==> src/rtl/split_add_pkg.sv <==
// Package: shared width and operation encoding for the split-carry adder.
// Assumes a single data width shared by operands, result and mask.
package split_add_pkg;
    localparam int unsigned DATA_W = 32;

    typedef enum logic {
        OP_SCALAR = 1'b0,
        OP_PACKED = 1'b1
    } add_op_e;
endpackage

==> src/rtl/sca_mask_reg.sv <==
// Module: sca_mask_reg
// Holds the partition mask. Loads on a write strobe and resets to all zero.
// Assumes a synchronous active-low reset.
module sca_mask_reg #(
    parameter int unsigned W = 32
) (
    input  logic         clk,
    input  logic         rst_n,
    input  logic         we,
    input  logic [W-1:0] wdata,
    output logic [W-1:0] mask_q
);
    // Mask storage: clear on reset, load on write.
    always_ff @(posedge clk) begin
        if (!rst_n) begin
            mask_q <= '0;
        end else if (we) begin
            mask_q <= wdata;
        end
    end
endmodule

==> src/rtl/sca_carry_chain.sv <==
// Module: sca_carry_chain
// Ripple adder whose carry into bit i is cut when seg_en is high and brk[i] is set.
// Purely combinational. Carry into bit 0 is always zero and the final carry out is dropped.
module sca_carry_chain #(
    parameter int unsigned W = 32
) (
    input  logic [W-1:0] a,
    input  logic [W-1:0] b,
    input  logic [W-1:0] brk,
    input  logic         seg_en,
    output logic [W-1:0] sum
);
    logic [W-1:0] cin_raw;
    logic [W-1:0] cin_eff;

    for (genvar i = 0; i < W; i++) begin : g_bit
        if (i == 0) begin : g_lsb
            assign cin_raw[i] = 1'b0;
        end else begin : g_upper
            // Carry out of the bit below (majority of its inputs).
            assign cin_raw[i] = (a[i-1] & b[i-1]) | (a[i-1] & cin_eff[i-1])
                              | (b[i-1] & cin_eff[i-1]);
        end
        // Break the chain at an element boundary during a packed add.
        assign cin_eff[i] = cin_raw[i] & ~(seg_en & brk[i]);
        assign sum[i]     = a[i] ^ b[i] ^ cin_eff[i];
    end
endmodule

==> src/rtl/split_carry_adder.sv <==
// Module: split_carry_adder (top)
// Scalar or mask-partitioned packed 32-bit add with a registered result.
// Assumes a synchronous active-low reset. An add issued in a mask-write cycle sees the old mask.
module split_carry_adder
    import split_add_pkg::*;
#(
    parameter int unsigned W = DATA_W
) (
    input  logic         clk,
    input  logic         rst_n,
    input  logic         in_valid,
    input  logic         op_packed,
    input  logic [W-1:0] opa,
    input  logic [W-1:0] opb,
    input  logic         mask_we,
    input  logic [W-1:0] mask_wdata,
    output logic [W-1:0] mask_rdata,
    output logic         out_valid,
    output logic [W-1:0] sum_out
);
    add_op_e      op_sel;
    logic [W-1:0] mask_q;
    logic [W-1:0] sum_comb;

    // Decode the operation select into the package encoding.
    always_comb begin
        op_sel = add_op_e'(op_packed);
    end

    sca_mask_reg #(.W(W)) u_mask (
        .clk    (clk),
        .rst_n  (rst_n),
        .we     (mask_we),
        .wdata  (mask_wdata),
        .mask_q (mask_q)
    );

    sca_carry_chain #(.W(W)) u_chain (
        .a      (opa),
        .b      (opb),
        .brk    (mask_q),
        .seg_en (op_sel == OP_PACKED),
        .sum    (sum_comb)
    );

    // Result register: capture the sum on a strobe and hold it otherwise.
    always_ff @(posedge clk) begin
        if (!rst_n) begin
            out_valid <= 1'b0;
            sum_out   <= '0;
        end else begin
            out_valid <= in_valid;
            if (in_valid) begin
                sum_out <= sum_comb;
            end
        end
    end

    assign mask_rdata = mask_q;
endmodule

==> config.mk <==
export PLATFORM = sky130hd
export DESIGN_NAME = split_carry_adder
export DESIGN_NICKNAME = d
export VERILOG_FILES = /design/src/rtl/split_add_pkg.sv /design/src/rtl/sca_mask_reg.sv /design/src/rtl/sca_carry_chain.sv /design/src/rtl/split_carry_adder.sv
export SDC_FILE = /design/constraint.sdc
export NUM_CORES = 1
export LEC_CHECK = 0
export BUFFER_PORTS_ARGS = -buffer_cell sky130_fd_sc_hd__clkbuf_2
export CORE_MARGIN = 2
export CORE_UTILIZATION = 50
export DETAILED_ROUTE_END_ITERATION = 8
export HOLD_SLACK_MARGIN = 0.15
export PLACE_DENSITY_LB_ADDON = 0.08
export SLEW_MARGIN = 40
export SYNTH_ARGS = -nofsm -noshare
export SYNTH_HDL_FRONTEND = slang
export SYNTH_SLANG_ARGS = --single-unit
==> constraint.sdc <==
create_clock -name clk -period 37.3 [get_ports clk]
set_input_delay 3.73 -clock clk [delete_from_list [all_inputs] [get_ports clk]]
set_output_delay 3.73 -clock clk [all_outputs]
set_load 0.01 [all_outputs]
# Word-level counts from Yosys, hierarchy flattened
# Index checks and enable logic that the tools add are counted.
[classes]
n_bitwise = 307
[ops]
columns = ["op", "count"]
rows = [
  ["$and 1x1->1", 153],
  ["$xor 1x1->1", 63],
  ["$or 1x1->1", 60],
  ["$not 1->1", 31],
]
[totals]
register_bits = 65
inputBits = 101
word_cells = 310

# Depth between registers and ports, before layout
[logic_depth]
word_depth = 124
mapped_depth = 64

# Cells and area by module
# A second synthesis with hierarchy kept.
[unflattened]
cells_unflattened = 279
area_unflattened_um2 = 3419.5
[modules_own_cells]
columns = ["mod", "n_inst", "area_each_um2", "cells_per_inst", "seq_area_each_um2"]
rows = [
  ["split_carry_adder", 1, 1270.0, 105, 660.6],
  ["sca_mask_reg", 1, 1243.7, 103, 640.6],
  ["sca_carry_chain", 1, 905.9, 71, 0.0],
]

# Worst setup path before layout
# No wires, ideal clock.
[synth_timing]
path_kind = "input port to flip-flop"
start = "input port op_packed"
end = "register sum_out[30]"
path_stages = 63
path_buffers = 1
arrival_time_ps = 18827
setup_ps = 58
slack_ps = 18415
path_cell_list = "clkbuf_1 a21boi_0 fa_1 a21boi_0 fa_1 a21boi_0 fa_1 a21boi_0 fa_1 a21boi_0 fa_1 a21boi_0 fa_1 a21boi_0 fa_1 a21boi_0 fa_1 a21boi_0 [27 not listed] a21boi_0 fa_1 a21boi_0 fa_1 a21boi_0 fa_1 a21boi_0 fa_1 a21boi_0 fa_1 a21boi_0 fa_1 a21boi_0 fa_1 nand2_1 fa_1 nand2_1 o211a_1"
[synth_via]
elab_chain_len = 120
[synth_rtl]
columns = ["item", "line_no", "text"]
rows = [
  ["start, declared", "split_carry_adder.sv:12", "input logic op_packed,"],
  ["$and 1x1->1", "sca_carry_chain.sv:25", "assign cin_eff[i] = cin_raw[i] & ~(seg_en & brk[i]);"],
  ["$not 1->1", "sca_carry_chain.sv:25", ""],
  ["$and 1x1->1", "sca_carry_chain.sv:25", ""],
  ["$and 1x1->1", "sca_carry_chain.sv:21", "assign cin_raw[i] = (a[i-1] & b[i-1]) | (a[i-1] & cin_eff[i-1])"],
  ["$or 1x1->1", "sca_carry_chain.sv:21", ""],
  ["$or 1x1->1", "sca_carry_chain.sv:22", "| (b[i-1] & cin_eff[i-1]);"],
  ["$and 1x1->1", "sca_carry_chain.sv:25", ""],
  ["$and 1x1->1", "sca_carry_chain.sv:21", ""],
  ["[104 not listed]", "-", ""],
  ["$or 1x1->1", "sca_carry_chain.sv:21", ""],
  ["$or 1x1->1", "sca_carry_chain.sv:22", ""],
  ["$and 1x1->1", "sca_carry_chain.sv:25", ""],
  ["$and 1x1->1", "sca_carry_chain.sv:21", ""],
  ["$or 1x1->1", "sca_carry_chain.sv:21", ""],
  ["$or 1x1->1", "sca_carry_chain.sv:22", ""],
  ["$and 1x1->1 (*)", "sca_carry_chain.sv:25", ""],
  ["$xor 1x1->1 (*)", "sca_carry_chain.sv:26", "assign sum[i] = a[i] ^ b[i] ^ cin_eff[i];"],
  ["end signal, assigned", "split_carry_adder.sv:54", "sum_out <= sum_comb;"],
  ["end, declared", "split_carry_adder.sv:19", "output logic [W-1:0] sum_out"],
]
# Mark *: on every way between the ends. The rest lies on a longest branch, timed or not.
# A chain may end at the register's enable or synchronous reset.

# Worst setup path in the final report
# Same ends and word-level chain as after synthesis.

==> implementation parameters <==
Parameter                              Value

Yosys
  Post-synth top area share    38.3%
  Main area contributors after synthesis    sky130_fd_sc_hd__dfxtp_1 (38%), sky130_fd_sc_hd__mux2i_1 (18%), sky130_fd_sc_hd__fa_1 (18%)
  Cell Area, Synth    approximately 3400 um2
  Mapped Nets    411
  Cell type with the highest aggregate area in the netlist    sky130_fd_sc_hd__dfxtp_1
  Number of warnings reported in the yosys synthesis log    0
  Synthesized area per cell    12.2 um2
  Sequential element share of the synthesized area    38.3%
  Flops & latches, synth    65
  Unique cell type count in the Yosys netlist    18
  Mapped Cells    approximately 280

Floorplanning
  Io pins    166
  Std-Cell Rows    30
  Effective utilization at floorplan    50.9%
  Die W    86.5 um
  Core region area    6680 um2
  Vertical die dimension    between 80 and 90 um
  Full die area    7470 um2

CTS
  Post-CTS Repair Setup Buffers    0
  Clock sink count    65
  Total clock buffers created by CTS    9
  Source-to-sink clock delay at the later pin of the worst-skew pair    0.33 ns
  Number of cells upsized or downsized after cts    0
  Maximum count of clock buffers along a single path    2
  H-tree depth    3
  Number of buffers added to fix hold violations after cts    0
  CTS tree    done
  Cell at the root of the clock tree    sky130_fd_sc_hd__clkbuf_8
  Worst-path clk slew    0.07 ns

Detailed routing
  Count of nets left with antenna violations after detail routing    0
  Initial drt markers    35
  WL/cell    13.7 um
  Number of iterations in the first detailed-routing pass    3
  DRC violation count after routing    0
  Routed vias    roughly 2,500
  Via density per instance    4.83
  WL final    7.16 mm

Flow run
  Max-cap violation count    0

Pwr
  PwrDens    40.7 nW/um2
  Internal cell power    approximately 0.13 mW
  Switching component of the power    0.0478 mW
  Switching share of power    approximately 27%
  Worst IR drop on VDD    slightly below 0.03 mV
  Register share of total power    44.6%
  Sum of internal, switching and leakage power    roughly 0.18 mW
  Lkg Pwr    between 2 and 2.5 nW
  Share of total power in combinational logic    21.9%
  Share of total power in the clock network    33.5%

STA
  Slew at the pin closest to its max-slew limit    roughly 0.61 ns
  Final Hold Viols    0
  Relative slew slack    between 50 and 60%
  Tmin final    20.20 ns
  RSZ-0062 raised after global routing    no
  Ratio of final minimum period to clock period    a little over half
  Final max-slew violation count    0
  Final Skew    0.0131 ns
  Endpoints failing setup    0
  Highest Clock Rate    49.5 MHz
  Setup TNS    0 ns
  Worst Hold Margin    0.480 ns
  Post-route setup slack    17.10 ns

Setup path
  Crit Reg-Reg Endpoint    sum_out[30]
  Cell mode on critical path    sky130_fd_sc_hd__fa_1
  Cell type of the slowest stage on the worst timing path    sky130_fd_sc_hd__clkbuf_2
  Crit start category    primary input
  Worst Path Max Fanout    31
  Minimum setup slack among reg-to-reg paths    20.71 ns
  Required time at the worst-slack endpoint    roughly 38 ns
  Beginning of the worst register-to-register path    u_mask.mask_q[1]
  Setup crit start    op_packed
  Highest cell delay on the worst timing path    0.44 ns
  Data arrival at the endpoint of the critical path    20.48 ns
  Crit path capture    sum_out[30]
  WS Path Type    primary input to register
  Nature of the critical path endpoint    register
  Logic depth of the worst register-to-register path    62

Min path
  Path class of the lowest-slack min-delay path    register to register
  Startpoint of the tightest hold check path    sum_out[30]

Layout
  Diode insertion count for antenna repair    0
  Area of all placed cells without fillers    approximately 4300 um2
  Layout cells sized above 1    40.8%
  Layout overhead on the synthesized area    27.8%
  Final #Nets    569

GRT
  Vias in the first global route    2,463
  Antenna violations before repair    0
  Congestion Overflow GR    0
  Global-route wire length before repair    11.4 mm
  Largest net degree at the start of global routing    66
  Global-route usage over all layers    19.5%

Placement
  Post-placement worst setup slack    between 15 and 20 ns
  Placed inst area    slightly above 4000 um2
  Detail Placement HPWL    5.33 mm
  Final estimated routing congestion in global placement    approximately 0.78
  Count of port buffers added during placement    165

Outcome
  Outcome    finished, final reports clean
[cells by family (layout without fill, tap and decap cells)]
family                     after synthesis  in the layout  synth area share (%)
AOI/OAI and AO/OA                       32             32                  7.10
adders and majority gates               31             31                  18.0
buffers and inverters                   20            182                  5.67
xor gates and xnor gates                 2              2                 0.515
DFF                                     65             65                  38.3
muxes                                   62             62                  18.3
and+or+nand+nor                         67             67                  12.1
[worst max-delay path: cells and delay by family]
family	cells	cell delay, ns
AO/OA/AOI/OAI	30	4.43
adder cells (fa/ha/maj)	30	11.66
AND/OR/NAND/NOR	2	0.17
buffers and inverters	1	0.44
[synthesized netlist by cell type]
library cell               count
sky130_fd_sc_hd__dfxtp_1      65
sky130_fd_sc_hd__nor2b_1      63
sky130_fd_sc_hd__mux2i_1      62
sky130_fd_sc_hd__fa_1         30
sky130_fd_sc_hd__a21boi_0     29
sky130_fd_sc_hd__clkbuf_1      8
sky130_fd_sc_hd__buf_12        6
sky130_fd_sc_hd__nand2_1       3
sky130_fd_sc_hd__buf_6         2
sky130_fd_sc_hd__inv_1         2
sky130_fd_sc_hd__xnor2_1       2
sky130_fd_sc_hd__a21oi_1       1
sky130_fd_sc_hd__a22o_1        1
sky130_fd_sc_hd__and2_2        1
sky130_fd_sc_hd__buf_2         1
sky130_fd_sc_hd__buf_4         1
sky130_fd_sc_hd__ha_1          1
sky130_fd_sc_hd__o211a_1       1
[how the worst min path moves through the flow]
stage,to,cells past startpoint
3_5_place_dp,sum_out[30],1
4_1_cts,sum_out[30],1
3_3_place_gp,sum_out[30],1
6_report,sum_out[30],1
2_1_floorplan,sum_out[30],1
5_1_grt,sum_out[30],1
[area by class of cell]
class	count	area (um2)
Clock buffer	12	155
Clock inverter	3	40.0
Fill cell	552	2340
Inverter	2	7.51
Multi-Input combinational cell	194	1910
Sequential cell	65	1300
Tap cell	80	100
Timing Repair Buffer	165	833
[stage by stage]
step | instances | utilization (%)
floorplan | 279 | -
global placement | 506 | 62.0
detailed placement | 506 | 62.1
CTS | 521 | 65.0
global route | 521 | 65.0
finish | 521 | 65.0
[layer usage]
| layer | vias up | global-route usage, % | share of wire [%] |
|---|---|---|---|
| li1 | 1239 | - | - |
| met3 | 6 | 5.52 | 7.5 |
| met5 | - | 0 | 0 |
| met4 | 0 | 8.10 | 1.2 |
| met1 | 1176 | 24.5 | 44 |
| met2 | 94 | 31.5 | 47 |
[placed cells by master, fill, tap and decap left out, drive strengths merged]
cell | synthesis | routed
clkbuf | 8 | 177
dfxtp | 65 | 65
nor2b | 63 | 63
mux2i | 62 | 62
fa | 30 | 30
a21boi | 29 | 29
nand2 | 3 | 3
inv | 2 | 2
xnor2 | 2 | 2
clkinv | 0 | 2
and2 | 1 | 1
a21oi | 1 | 1
a22o | 1 | 1
o211a | 1 | 1
ha | 1 | 1
bufinv | 0 | 1
[registers in the layout, summed over array words and instances, names as in the netlist]
register       count
sum_out           32
u_mask.mask_q     32
out_valid          1
[power by group through the flow]
stage	Combinational (mW)	Clock, mW	Sequential [mW]
finish	0.0387	0.0592	0.0789
detailed placement	0.0394	0	0.0804
global route	0.0438	0.0634	0.0797
floorplan	0.0209	0	0.0829
global placement	0.0383	0	0.0802
CTS	0.0395	0.0605	0.0789
(Power assumes the default switching activity.)
